==> src/rtl/pwm_shadow_pkg.sv <==
package pwm_shadow_pkg;
  localparam int ACC_W    = 16;
  localparam int DIV_W    = 8;
  localparam int DATA_W   = 32;
  localparam int SYNC_CYC = 4;
  localparam int CNT_W    = (SYNC_CYC > 2) ? $clog2(SYNC_CYC) : 1;
  localparam int DIV_LSB  = ACC_W;
  localparam int UPD_BIT  = DATA_W - 2;
  localparam int EN_BIT   = DATA_W - 1;
  localparam int PAD_W    = DATA_W - 2 - ACC_W - DIV_W;

  typedef struct packed {
    logic [DIV_W-1:0] div;
    logic [ACC_W-1:0] step;
  } pwm_cfg_t;

  // carry out of the phase addition marks a period boundary
  function automatic logic phase_wraps(logic [ACC_W-1:0] acc, logic [ACC_W-1:0] step);
    logic [ACC_W:0] sum;
    sum = {1'b0, acc} + {1'b0, step};
    return sum[ACC_W];
  endfunction

  function automatic logic duty_high(logic [ACC_W-1:0] acc, logic [DIV_W-1:0] div);
    return acc[ACC_W-1 -: DIV_W] < div;
  endfunction

  function automatic pwm_cfg_t field_of(logic [DATA_W-1:0] word);
    pwm_cfg_t c;
    c.step = word[ACC_W-1:0];
    c.div  = word[DIV_LSB +: DIV_W];
    return c;
  endfunction

  function automatic logic [DATA_W-1:0] pack_rd(logic en, logic pend, pwm_cfg_t c);
    return {en, pend, {PAD_W{1'b0}}, c.div, c.step};
  endfunction
endpackage

==> src/rtl/pwm_ctrl_regs.sv <==
module pwm_ctrl_regs
  import pwm_shadow_pkg::*;
(
  input  logic              clk,
  input  logic              rst,
  input  logic              wr_en,
  input  logic [DATA_W-1:0] wr_data,
  input  logic              pend,
  output pwm_cfg_t          sh_cfg,
  output logic              en_q,
  output logic              upd_req,
  output logic              upd_drop
);
  logic upd_hit;

  assign upd_hit  = wr_en & wr_data[UPD_BIT];
  assign upd_req  = upd_hit & ~pend;
  assign upd_drop = upd_hit & pend;

  always_ff @(posedge clk) begin
    if (rst) begin
      sh_cfg <= '0;
      en_q   <= 1'b0;
    end else if (wr_en) begin
      en_q <= wr_data[EN_BIT];
      if (!pend) sh_cfg <= field_of(wr_data);
    end
  end
endmodule

==> src/rtl/pwm_update_seq.sv <==
module pwm_update_seq
  import pwm_shadow_pkg::*;
(
  input  logic clk,
  input  logic rst,
  input  logic upd_req,
  input  logic en_q,
  input  logic boundary,
  output logic pend,
  output logic ready,
  output logic commit
);
  localparam logic [CNT_W-1:0] LAST = CNT_W'(SYNC_CYC - 1);
  logic [CNT_W-1:0] cnt_q;

  assign ready  = pend && (cnt_q == LAST);
  assign commit = ready && (!en_q || boundary);

  always_ff @(posedge clk) begin
    if (rst) begin
      pend  <= 1'b0;
      cnt_q <= '0;
    end else if (upd_req) begin
      pend  <= 1'b1;
      cnt_q <= '0;
    end else if (commit) begin
      pend  <= 1'b0;
      cnt_q <= '0;
    end else if (pend && !ready) begin
      cnt_q <= cnt_q + 1'b1;
    end
  end
endmodule

==> src/rtl/pwm_phase_core.sv <==
module pwm_phase_core
  import pwm_shadow_pkg::*;
(
  input  logic             clk,
  input  logic             rst,
  input  logic             en_q,
  input  logic             commit,
  input  pwm_cfg_t         sh_cfg,
  output pwm_cfg_t         act_cfg,
  output logic [ACC_W-1:0] acc,
  output logic             boundary,
  output logic             pwm_out
);
  assign boundary = en_q && ((act_cfg.step == '0) || phase_wraps(acc, act_cfg.step));
  assign pwm_out  = en_q && duty_high(acc, act_cfg.div);

  always_ff @(posedge clk) begin
    if (rst) begin
      act_cfg <= '0;
      acc     <= '0;
    end else begin
      if (commit) act_cfg <= sh_cfg;
      acc <= en_q ? acc + act_cfg.step : '0;
    end
  end
endmodule

==> src/rtl/pwm_shadow_gen.sv <==
module pwm_shadow_gen
  import pwm_shadow_pkg::*;
(
  input  logic              clk,
  input  logic              rst,
  input  logic              wr_en,
  input  logic [DATA_W-1:0] wr_data,
  output logic [DATA_W-1:0] rd_data,
  output logic              pwm_out
);
  pwm_cfg_t         sh_cfg;
  pwm_cfg_t         act_cfg;
  logic             en_q;
  logic             pend;
  logic             ready;
  logic             commit;
  logic             upd_req;
  logic             upd_drop;
  logic             boundary;
  logic [ACC_W-1:0] acc;

  pwm_ctrl_regs regs_i (
    .clk(clk), .rst(rst), .wr_en(wr_en), .wr_data(wr_data), .pend(pend),
    .sh_cfg(sh_cfg), .en_q(en_q), .upd_req(upd_req), .upd_drop(upd_drop)
  );

  pwm_update_seq seq_i (
    .clk(clk), .rst(rst), .upd_req(upd_req), .en_q(en_q), .boundary(boundary),
    .pend(pend), .ready(ready), .commit(commit)
  );

  pwm_phase_core core_i (
    .clk(clk), .rst(rst), .en_q(en_q), .commit(commit), .sh_cfg(sh_cfg),
    .act_cfg(act_cfg), .acc(acc), .boundary(boundary), .pwm_out(pwm_out)
  );

  assign rd_data = pack_rd(en_q, pend, sh_cfg);
endmodule

==> config.mk <==
export PLATFORM = sky130hd
export DESIGN_NAME = pwm_shadow_gen
export DESIGN_NICKNAME = d
export VERILOG_FILES = /design/src/rtl/pwm_shadow_pkg.sv /design/src/rtl/pwm_ctrl_regs.sv /design/src/rtl/pwm_update_seq.sv /design/src/rtl/pwm_phase_core.sv /design/src/rtl/pwm_shadow_gen.sv
export SDC_FILE = /design/constraint.sdc
export NUM_CORES = 1
export LEC_CHECK = 0
export ABC_AREA = 0
export CORE_UTILIZATION = 48
export CTS_CLUSTER_DIAMETER = 120
export DETAILED_ROUTE_END_ITERATION = 16
export DONT_BUFFER_PORTS = 1
export HOLD_SLACK_MARGIN = 0.1
export PLACE_DENSITY = 0.67
export SETUP_SLACK_MARGIN = 0.05
export SYNTH_ARGS = -nofsm -noshare
export SYNTH_HDL_FRONTEND = slang
export SYNTH_HIERARCHICAL = 1
export SYNTH_SLANG_ARGS = --single-unit
==> constraint.sdc <==
create_clock -name clk -period 3.85 [get_ports clk]
set_input_delay 0.1925 -clock clk [delete_from_list [all_inputs] [get_ports clk]]
set_output_delay 0.1925 -clock clk [all_outputs]
set_load 0.005 [all_outputs]
* Yosys cells after proc, flatten, opt, wreduce, memory -nomap -nowiden *
Index checks and enable logic that the tools add are counted.

word-level totals
  register bits after elaboration = 68
  logic and storage cells = 33
  output and inout bits = 33
  input port bits = 35

operators by class
  bitwise logic cells = 4
  reductions and logical operators = 14
  magnitude comparators = 1
  $add $sub $neg = 3
  muxes and demuxes = 2
  eq/ne operators = 1

operator list
  cell                                          count
  adder 16 x 16 -> 17 bit                       1
  adder 16 bit                                  1
  logical NOT 16 bit                            1
  < comparator 8 bit                            1
  logical AND 1 bit                             5
  OR reduction 3 bit                            1
  adder 2 x 1 -> 2 bit (second input constant)  1
  bitwise AND 1 bit                             2
  equality test 2 bit (second input constant)   1
  logical NOT 1 bit                             2
  logical OR 1 bit                              2
  2-to-1 mux 1 bit                              2
  inverter 1 bit                                2
  AND reduction 2 bit                           1
  nonzero test 2 bit                            1
  OR reduction 2 bit                            1

* Logic depth before layout (Yosys ltp) *
Gate-level depths: netlist of run 1.

  depth after elaboration = 7
  depth in mapped cells = 13
  mapped depth without buffers = 11

* By module *
The synthesis of run 1 kept the hierarchy.

modules (own cells, without submodules)
  module          seq. area each (µm²)  cells an instance  times used  area an instance (µm²)
  pwm_phase_core  800.8                 247                1           2232.1
  pwm_ctrl_regs   500.5                 114                1           1204.9
  pwm_update_seq  60.1                  18                 1           168.9
  pwm_shadow_gen  0.0                   9                  1           63.8

* Worst setup path before layout of run 1 *
Ideal clock, no wire load.

  path kind = register -> register
  start point = register, netlist name core_i/act_cfg[0]
  end point = register, netlist name core_i/act_cfg[10]
  data arrival time = 2696 ps
  cell stages (with the launch flop) = 14
  setup slack = 1027 ps
  setup time = 128 ps
  period minus slack after synthesis = 2823 ps
  path buffers = 2
  required time = 3722 ps
  cell sequence = dfxtp_1 > ha_1 > fa_1 > a21o_1 > a311o_1 > and4_4 > o21ai_0 > nand2_1 > nor2b_4 > nor2_1 > clkbuf_1 > buf_2 > mux2i_1 > nor2_1

on the way
  cells in the longest elaborated chain, start to end = 5
  elaborated cells between the ends (all ways) = 6
  those cells by class = 1 x add/sub; 5 x reduce/logical

ends and longest elaborated chain
  what                                                           RTL line                                    text
  adder 16 x 16 -> 17 bit or logical NOT 16 bit (tied branches)  pwm_shadow_pkg.sv:20, pwm_phase_core.sv:14
  logical OR 1 bit *                                             pwm_phase_core.sv:14                        assign boundary = en_q && ((act_cfg.step == '0) || phase_wraps(acc, act_cfg.step));
  logical AND 1 bit *                                            pwm_phase_core.sv:14
  named net boundary                                             pwm_shadow_gen.sv:19                        logic boundary;
  logical OR 1 bit *                                             pwm_update_seq.sv:17                        assign commit = ready && (!en_q || boundary);
  logical AND 1 bit *                                            pwm_update_seq.sv:17
  named net commit                                               pwm_shadow_gen.sv:16                        logic commit;

The timed path passes the listed nets; every way through them passes the cells marked *.
A chain may end at the register's enable or synchronous reset.

* Worst setup path after layout of run 1 *
  start point = register, netlist name core_i/act_cfg[0]
  end point = register, netlist name core_i/act_cfg[3]

on the way
  cells in the longest elaborated chain, start to end = 5
  elaborated cells between the ends (all ways) = 6
  those cells by class = 1 x add/sub; 5 x reduce/logical

ends and longest elaborated chain
  what                                                           RTL line
  adder 16 x 16 -> 17 bit or logical NOT 16 bit (tied branches)  pwm_shadow_pkg.sv:20, pwm_phase_core.sv:14
  logical OR 1 bit *                                             pwm_phase_core.sv:14
  logical AND 1 bit *                                            pwm_phase_core.sv:14
  named net boundary                                             pwm_shadow_gen.sv:19
  logical OR 1 bit *                                             pwm_update_seq.sv:17
  logical AND 1 bit *                                            pwm_update_seq.sv:17
  named net commit                                               pwm_shadow_gen.sv:16

Marked as above.

==> results of run 1 <==
[power by group through the flow]
stage          clock network, W   logic, W  registers [W]
2_1_floorplan                 0  0.0000795       0.000754
3_3_place_gp                  0  0.0000659       0.000761
3_5_place_dp                  0  0.0000678       0.000761
4_1_cts                0.000557   0.000106       0.000744
5_1_grt                0.000587   0.000118       0.000747
6_report               0.000544   0.000108       0.000744
[cell type report]
| type | instances | area, sq um |
|---|---|---|
| clock buffers | 10 | 138 |
| clock inverters | 6 | 46.3 |
| fillers | 653 | 3200 |
| inverters | 10 | 37.5 |
| multi-input cells | 285 | 2110 |
| flip-flops and latches | 68 | 1360 |
| well taps | 99 | 124 |
| repair buffers | 31 | 315 |
[worst max-delay path, delay by kind of cell, from the launching register on]
family | cells | cell delay, ns
and+or+nand+nor | 5 | 0.96
AOI/OAI and AO/OA | 3 | 0.54
adders and majority gates | 2 | 0.45
buffers and inverters | 1 | 0.39
DFF | 1 | 0.37
muxes | 1 | 0.24
[stage by stage]
stage	hold WS [ns]	power [W]	std cells	instance area, sq um
5_1_grt	0.126	0.00145	509	4130
2_1_floorplan	0.272	0.000833	391	3680
6_report	0.134	0.00140	509	4130
3_3_place_gp	0.270	0.000826	464	3650
4_1_cts	0.119	0.00141	509	4130
3_5_place_dp	0.271	0.000829	464	3650
[final timing paths]
kind / endpoint / slack (ns) / cells after the start
worst max register to register: core_i/act_cfg[3] / 0.79 / 12
worst max-delay path: core_i/act_cfg[3] / 0.79 / 12
worst min-delay path: seq_i/pend / 0.13 / 4
worst min register to register: core_i/act_cfg[17] / 0.50 / 2
[registers in the layout, indices dropped and copies added, names as in the netlist]
name            flops
core_i/act_cfg     24
regs_i/en_q         1
regs_i/sh_cfg      24
seq_i/pend          1
seq_i/cnt_q         2
core_i/acc         16
[placed cells by master, fill, tap and decap left out, types with 3 or more instances in the layout]
master         instances
clkbuf_8              10
mux2i_1               28
ha_1                  24
o21ai_1                8
inv_1                 10
nand2b_1              28
nand4bb_1             24
nand2_1               13
o21ai_2               16
o21ai_0               12
xor2_1                 6
dlygate4sd3_1         28
a21oi_1               17
xnor2_1                4
dfxtp_1               68
conb_1                 6
a21o_1                10
nor2_1                45
nand4_1                3
nor4_1                 4
nor3_1                 5
[repair_timing]
action / 4_1_cts / 5_1_grt
hold endpoints to repair: 52 / 0
hold buffers: 29 / 0
setup endpoints to repair: 0 / 0
[routing by layer]
metal / vias to the layer above / wire [um] / global-route usage, %
li1: 1403 / - / -
met1: 1274 / 3750 / 26.6
met2: 59 / 3800 / 38.0
met3: 6 / 341 / 6.00
met4: 0 / 71 / 6.93
met5: - / 0 / 0
==> parameters.txt, run 1 <==
Parameter                              Value

Global route
  Pin count of the biggest net entering global routing    76
  Overall routing resource usage    22.0%
  Global-route wire length before repair    13300 um
  Via count of the first global-routing pass    2686
  Number of antenna violations at the first check in global routing    0
  Gr ovfl total    0

Drt
  Detailed-router iteration count before antenna repair    4
  Detailed Route Iter0 Violations    138
  Wire length per cell    15.7 um
  Via count of the routed design    2742
  DRC violations left    0
  Number of nets with antenna violations after routing    0
  Via/cell ratio    5.39
  Final WL    7970 um

Pwr
  VDD IR-drop max    0.227 mV
  Clock Power Share    39.0%
  Part of the power in combinational logic    7.8%
  Power density over the cells    338 nW/um^2
  Sequential cell fraction of total power    53.3%
  Design internal power    0.00103 W
  Switching share of power    26.0%
  Net switching power figure    0.000363 W
  Leak pwr    1.53 nW

Cells and area
  Share of post-route cells with drive strength above 1    11.0%
  Antenna diodes    0
  # nets final    465
  Final core utilization    56.3%
  Syn-to-layout area delta    12.9%

Setup path
  Endpoint type of the worst setup path    register
  Worst Path Required    4.08 ns
  Delay of the slowest cell on the worst path    0.48 ns
  Source of the worst register-to-register timing path    core_i/act_cfg[0]
  CP Launch Point    core_i/act_cfg[0]
  Cell-by-cell listing of the critical path    ha_1 -> fa_1 -> a21o_1 -> a311o_1 -> and4_4 -> o21ai_0 -> nand2_1 -> nor2b_4 -> nor2_2 -> buf_4 -> mux2i_1 -> nor2_1
  Cell at the slowest stage of the critical path    nor2_2
  Crit path DAT    3.29 ns
  Peak fanout along the critical path    15
  Path type of the worst setup path    reg2reg
  Kind of start point of the critical path    register

Placement
  Detailed Place HPWL    5230 um
  Port Buf Inserts    0
  Worst setup slack before clock tree synthesis    0.809 ns
  RD Place Congestion    0.814

Job
  Total of max-cap violations    0

Timing
  Max-slew violation count    0
  Final-report setup violation count    0
  Final worst path period need    3.06 ns
  Part of the cycle the worst path needs    79.6%
  Pin slew with the least headroom to its limit    0.964 ns
  Final setup margin    0.787 ns
  Final setup TNS    0 ns
  Number of failing hold endpoints at the final stage    0
  Fin Clk Skew    0.0150 ns
  RSZ-0062 raised after global routing    false
  Normalized max-slew margin    35.5%
  Achievable frequency    326 MHz

Clocking
  Number of buffers created by CTS    9
  Cell chosen for the clock root    clkbuf_8
  Largest buffer count on any clock path    2
  H-Tree Depth    3
  Post-CTS setup-driven buffer insertion count    0
  Post-CTS sizing    0
  Worst-path clk slew    0.08 ns
  CTS Sinks    68
  Clock tree from TritonCTS    built
  Insertion delay of the later-clocked pin in the worst-skew pair    0.35 ns

Yosys
  Area of the mapped netlist    3660 sq um
  Number of instances in the synthesized netlist    386
  Warnings, synthesis    6
  Avg Inst Size Synth    9.48 sq um

Floorplan
  Initial core utilization    49.9%
  Area enclosed by the die boundary    7980 sq um
  Site row count    31
  Die Y    89.3 um
  Floorplan die width    89.3 um
  Number of I/O pins    68
  Total core area    7330 sq um

Min path
  Worst hold path type    in2reg
  Worst hold start    wr_en

Outcome
  Result of the run    completed
(Power assumes the default switching activity.)
==> run 2: changes to the inputs <==
- PLACE_DENSITY: 0.67 -> 0.69
- clock period: 3.85 -> 2.69 ns (I/O delays scaled with it)
==> parameters.txt, run 2 (synthesized netlist as in run 1, its figures left out) <==
Parameter                              Value

Outcome
  Result of the run    completed (unchanged)

Clocking
  Largest buffer count on any clock path    2 (unchanged)
  Worst-path clk slew    0.07 ns (was 0.08 ns)
  Clock tree from TritonCTS    built (unchanged)
  Insertion delay of the later-clocked pin in the worst-skew pair    0.34 ns (was 0.35 ns)
  Cell chosen for the clock root    clkbuf_8 (unchanged)
  CTS Sinks    68 (unchanged)
  H-Tree Depth    3 (unchanged)
  Number of buffers created by CTS    9 (unchanged)

Drt
  DRC violations left    0 (unchanged)
  Wire length per cell    15.6 um (was 15.7 um)
  Detailed-router iteration count before antenna repair    4 (unchanged)
  Via/cell ratio    5.43 (was 5.39)
  Via count of the routed design    2914 (was 2742)
  Number of nets with antenna violations after routing    0 (unchanged)
  Final WL    8390 um (was 7970 um)
  Detailed Route Iter0 Violations    112 (was 138)

Global route
  Global-route wire length before repair    13700 um (was 13300 um)
  Via count of the first global-routing pass    2925 (was 2686)
  Gr ovfl total    0 (unchanged)
  Number of antenna violations at the first check in global routing    0 (unchanged)
  Pin count of the biggest net entering global routing    53 (was 76)
  Overall routing resource usage    22.8% (was 22.0%)

Floorplan
  Area enclosed by the die boundary    7980 sq um (unchanged)
  Total core area    7330 sq um (unchanged)
  Floorplan die width    89.3 um (unchanged)
  Die Y    89.3 um (unchanged)
  Site row count    31 (unchanged)
  Initial core utilization    49.9% (unchanged)
  Number of I/O pins    68 (unchanged)

Timing
  RSZ-0062 raised after global routing    false (unchanged)
  Max-slew violation count    0 (unchanged)
  Final setup margin    0.158 ns (was 0.787 ns)
  Final worst path period need    2.53 ns (was 3.06 ns)
  Fin Clk Skew    0.00658 ns (was 0.0150 ns)
  Normalized max-slew margin    41.0% (was 35.5%)
  Pin slew with the least headroom to its limit    0.882 ns (was 0.964 ns)
  Hold WS    0.259 ns (was 0.134 ns)
  Achievable frequency    395 MHz (was 326 MHz)
  Part of the cycle the worst path needs    94.1% (was 79.6%)
  Number of failing hold endpoints at the final stage    0 (unchanged)
  Final-report setup violation count    0 (unchanged)
  Final setup TNS    0 ns (unchanged)

Placement
  Port Buf Inserts    0 (unchanged)
  Worst setup slack before clock tree synthesis    0.0729 ns (was 0.809 ns)
  Detailed Place HPWL    5550 um (was 5230 um)
  RD Place Congestion    0.874 (was 0.814)

Setup path
  Kind of start point of the critical path    register (unchanged)
  Peak fanout along the critical path    12 (was 15)
  Path type of the worst setup path    reg2reg (unchanged)
  Worst Path Required    2.91 ns (was 4.08 ns)
  Crit path DAT    2.75 ns (was 3.29 ns)
  Endpoint type of the worst setup path    register (unchanged)

Pwr
  Power density over the cells    439 nW/um^2 (was 338 nW/um^2)
  VDD IR-drop max    0.457 mV (was 0.227 mV)
  Leak pwr    1.66 nW (was 1.53 nW)

Cells and area
  Fill cell total of the finished layout    625 (was 653)
  Antenna diodes    0 (unchanged)
  Share of post-route cells with drive strength above 1    13.0% (was 11.0%)
  # nets final    494 (was 465)
  Syn-to-layout area delta    20.2% (was 12.9%)
  Most common cell after layout, fill and taps aside    dfxtp_1 (unchanged)
  Registers with the most flip-flops    core_i/act_cfg (24), regs_i/sh_cfg (24), core_i/acc (16) (unchanged)
  Leading cell types in the layout, fill and taps excluded    dfxtp_1, dlygate4sd3_1, nor2_1 (was dfxtp_1, nor2_1, nand2b_1, mux2i_1, dlygate4sd3_1)

Min path
  Worst hold path type    in2reg (unchanged)

Job
  Total of max-cap violations    0 (unchanged)
run 2: where the power goes:
group	switching [W]	internal, W	total (W)	leakage, nW
clock	0.000362	0.000326	0.000688	0.0800
sequential	0.0000312	0.00103	0.00107	0.552
combinational	0.0000783	0.000100	0.000179	1.02
run 2: per-layer routing:
metal  global-route usage (%)  part of all wire, %
met5                        0                    0
met4                     7.36                  1.4
met3                     6.46                  6.0
met2                     41.3                   49
met1                     25.8                   44
run 2: per-stage QoR:
stage               area, sq um  std cells  util [%]  total power, W
floorplan                  3700        391         -         0.00119
global placement           3740        472      51.0         0.00119
detailed placement         3740        472      51.0         0.00119
CTS                        4370        534      59.6         0.00194
global route               4400        537      60.0         0.00201
finish                     4400        537      60.0         0.00193
run 2: critical path, stage by stage, from the launching register on:
cell	delay, ns
dfxtp_1	0.31
ha_2	0.21
fa_2	0.36
a21o_1	0.20
a311o_1	0.34
and4_4	0.21
o21ai_2	0.14
nand2_2	0.08
nor2b_4	0.13
nor2_2	0.07
buf_12	0.16
mux2i_1	0.14
nor2_1	0.06
run 2: layout make-up:
class,count,area [sq um],share of cell area (%)
Clock buffer,12,135,3.07
Clock inverter,3,15.0,0.341
Timing Repair Buffer,60,603,13.7
Multi-Input combinational cell,285,2120,48.3
Tap cell,99,124,2.81
Sequential cell,68,1360,30.9
Inverter,10,37.5,0.853
run 2: path summary, 6_finish.rpt:
path / from / end / slack [ns] / cells past startpoint
worst min register to register: core_i/act_cfg[23] / core_i/act_cfg[23] / 0.50 / 2
worst min-delay path: wr_en / regs_i/sh_cfg[10] / 0.26 / 2
worst max-delay path: core_i/act_cfg[0] / core_i/act_cfg[21] / 0.16 / 12
worst max register to register: core_i/act_cfg[0] / core_i/act_cfg[21] / 0.16 / 12
run 2: timing repair:
item	4_1_cts	5_1_grt
endpoints found under the hold margin	56	0
buffers inserted	0	3
hold buffers	47	0
endpoints found under the setup margin	0	24
resized for setup	0	4
==> run 3: changes to the inputs <==
- ABC_AREA: 0 -> 1
==> parameters.txt, run 3 <==
Parameter                              Value

Setup path
  Crit path DAT    2.72 ns (was 2.75 ns)
  Flop-to-flop setup slack    0.27 ns (was 0.16 ns)
  Path type of the worst setup path    in2reg (was reg2reg)
  Worst reg-to-reg path cell count    15 (was 12)
  Source of the worst register-to-register timing path    core_i/act_cfg[0] (unchanged)
  Cell repeated most along the worst path    dlygate4sd3_1
  Cell-by-cell listing of the critical path    dlygate4sd3_1 -> inv_2 -> nor2_1 -> dlygate4sd3_1 -> nor2_1 -> dlygate4sd3_1 (was ha_2 -> fa_2 -> a21o_1 -> a311o_1 -> and4_4 -> o21ai_2 -> nand2_2 -> nor2b_4 -> nor2_2 -> buf_12 -> mux2i_1 -> nor2_1)
  Worst Path Required    2.92 ns (was 2.91 ns)
  Cell at the slowest stage of the critical path    dlygate4sd3_1 (was fa_2)
  Worst reg2reg path endpoint    core_i/act_cfg[22] (was core_i/act_cfg[21])
  Peak fanout along the critical path    25 (was 12)
  Kind of start point of the critical path    input pin (was register)
  Delay of the slowest cell on the worst path    1.14 ns (was 0.36 ns)
  Endpoint type of the worst setup path    register (unchanged)

Clocking
  Worst-path clk slew    0.08 ns (was 0.07 ns)
  H-Tree Depth    3 (unchanged)
  Clock tree from TritonCTS    built (unchanged)
  Cell chosen for the clock root    clkbuf_8 (unchanged)
  CTS Sinks    68 (unchanged)
  Post-CTS setup-driven buffer insertion count    0 (unchanged)
  Insertion delay of the later-clocked pin in the worst-skew pair    0.35 ns (was 0.34 ns)
  Largest buffer count on any clock path    2 (unchanged)
  Number of buffers created by CTS    9 (unchanged)

Global route
  Via count of the first global-routing pass    3146 (was 2925)
  Global-route wire length before repair    14200 um (was 13700 um)
  Overall routing resource usage    21.7% (was 22.8%)
  Pin count of the biggest net entering global routing    28 (was 53)
  Gr ovfl total    0 (unchanged)
  Number of antenna violations at the first check in global routing    0 (unchanged)

Timing
  Final setup TNS    0 ns (unchanged)
  Normalized max-slew margin    28.5% (was 41.0%)
  Final-report setup violation count    0 (unchanged)
  Max-slew violation count    0 (unchanged)
  Pin slew with the least headroom to its limit    1.07 ns (was 0.882 ns)
  Number of failing hold endpoints at the final stage    0 (unchanged)
  RSZ-0062 raised after global routing    false (unchanged)
  Part of the cycle the worst path needs    92.4% (was 94.1%)
  Final worst path period need    2.48 ns (was 2.53 ns)
  Fin Clk Skew    0.00753 ns (was 0.00658 ns)
  Achievable frequency    403 MHz (was 395 MHz)

Placement
  Port Buf Inserts    0 (unchanged)
  RD Place Congestion    0.843 (was 0.874)
  Detailed Place HPWL    5680 um (was 5550 um)

Floorplan
  Site row count    31 (unchanged)
  Area enclosed by the die boundary    8120 sq um (was 7980 sq um)
  Total core area    7370 sq um (was 7330 sq um)
  Number of I/O pins    68 (unchanged)
  Die Y    90.1 um (was 89.3 um)
  Floorplan die width    90.1 um (was 89.3 um)
  Initial core utilization    50.6% (was 49.9%)

Pwr
  Leak pwr    2.11 nW (was 1.66 nW)
  Power after layout    0.00221 W (was 0.00193 W)
  Power density over the cells    515 nW/um^2 (was 439 nW/um^2)
  VDD IR-drop max    0.495 mV (was 0.457 mV)

Drt
  Final WL    8560 um (was 8390 um)
  Wire length per cell    12.5 um (was 15.6 um)
  Detailed Route Iter0 Violations    182 (was 112)
  Detailed-router iteration count before antenna repair    4 (unchanged)
  DRC violations left    0 (unchanged)
  Via/cell ratio    4.94 (was 5.43)
  Via count of the routed design    3395 (was 2914)
  Number of nets with antenna violations after routing    0 (unchanged)

Min path
  Worst hold start    rst (was wr_en)
  Capture endpoint of the worst hold path    regs_i/sh_cfg[8] (was regs_i/sh_cfg[10])
  Hold Path Stages    3 (was 2)
  Worst hold path type    in2reg (unchanged)

Cells and area
  # nets final    643 (was 494)
  Leading cell types in the layout, fill and taps excluded    nand2_1, nor2_1, inv_1 (was dfxtp_1, dlygate4sd3_1, nor2_1)
  Registers with the most flip-flops    core_i/act_cfg (24), regs_i/sh_cfg (24), core_i/acc (16) (unchanged)
  Antenna diodes    0 (unchanged)
  Share of post-route cells with drive strength above 1    8.33% (was 13.0%)
  Fill cell total of the finished layout    688 (was 625)
  Most common cell after layout, fill and taps aside    nand2_1 (was dfxtp_1)
  Syn-to-layout area delta    15.3% (was 20.2%)

Yosys
  Number of instances in the synthesized netlist    558 (was 386)
  Area of the mapped netlist    3730 sq um (was 3660 sq um)
  Avg Inst Size Synth    6.68 sq um (was 9.48 sq um)
  Warnings, synthesis    6 (unchanged)

Outcome
  Result of the run    completed (unchanged)

Job
  Total of max-cap violations    0 (unchanged)
run 3: cell types whose count changed in the layout (fill, tap and decap cells not counted), sizes merged, moves of 21 or more:
cell	delta
nand2	+139
inv	+75
nor2	+52
nand3	+34
mux2i	-28
nand2b	-28
o21ai	-28
nand4bb	-24
a21oi	+21
run 3: worst max path at each step:
stage,start,depth (start not counted),to
finish,wr_en,6,regs_i/en_q
global route,core_i/act_cfg[0],16,core_i/act_cfg[18]
CTS,core_i/act_cfg[0],16,core_i/act_cfg[19]
detailed placement,core_i/act_cfg[0],16,core_i/act_cfg[23]
global placement,core_i/act_cfg[0],16,core_i/act_cfg[21]
floorplan,core_i/act_cfg[0],17,core_i/act_cfg[19]
run 3: timing repair:
item,CTS,global route
endpoints found under the setup margin,0,24
hold buffers,30,0
gates resized for setup,0,7
endpoints found under the hold margin,68,0
run 3: routing by layer:
layer / vias to the layer above / track usage [%] / wire length (um)
li1: 1757 / - / -
met1: 1538 / 25.7 / 3880
met2: 87 / 37.5 / 4150
met3: 13 / 5.50 / 382
met4: 0 / 8.20 / 140
met5: - / 0 / 0
run 3: critical path, delay by kind of cell:
family | cells | cell delay [ns]
buf+inv | 4 | 2.39
simple gates | 2 | 0.18
run 3: area by class of cell:
cell class | instances | area [sq um] | area share (%)
clock buffers | 11 | 151 | 3.52
flip-flops and latches | 68 | 1360 | 31.7
repair buffers | 35 | 347 | 8.06
inverters | 85 | 319 | 7.42
well taps | 99 | 124 | 2.88
clock inverters | 5 | 83.8 | 1.95
multi-input cells | 384 | 1910 | 44.5
run 3: through the flow:
stage / utilization [%] / area [sq um] / cells / hold slack [ns] / setup WS (ns)
2_1_floorplan: - / 3750 / 563 / 0.197 / 0.328
3_3_place_gp: 50.7 / 3740 / 640 / 0.201 / 0.245
3_5_place_dp: 50.7 / 3740 / 640 / 0.202 / 0.205
4_1_cts: 58.0 / 4270 / 686 / 0.312 / 0.153
5_1_grt: 58.4 / 4300 / 687 / 0.375 / 0.0534
6_report: 58.4 / 4300 / 687 / 0.341 / 0.206
run 3: where the power goes:
| part | switching, W | leakage (nW) | total, W | internal, W |
|---|---|---|---|---|
| logic | 0.0000903 | 1.44 | 0.000157 | 0.0000668 |
| registers | 0.0000380 | 0.554 | 0.00108 | 0.00104 |
| clock network | 0.000405 | 0.112 | 0.000979 | 0.000574 |
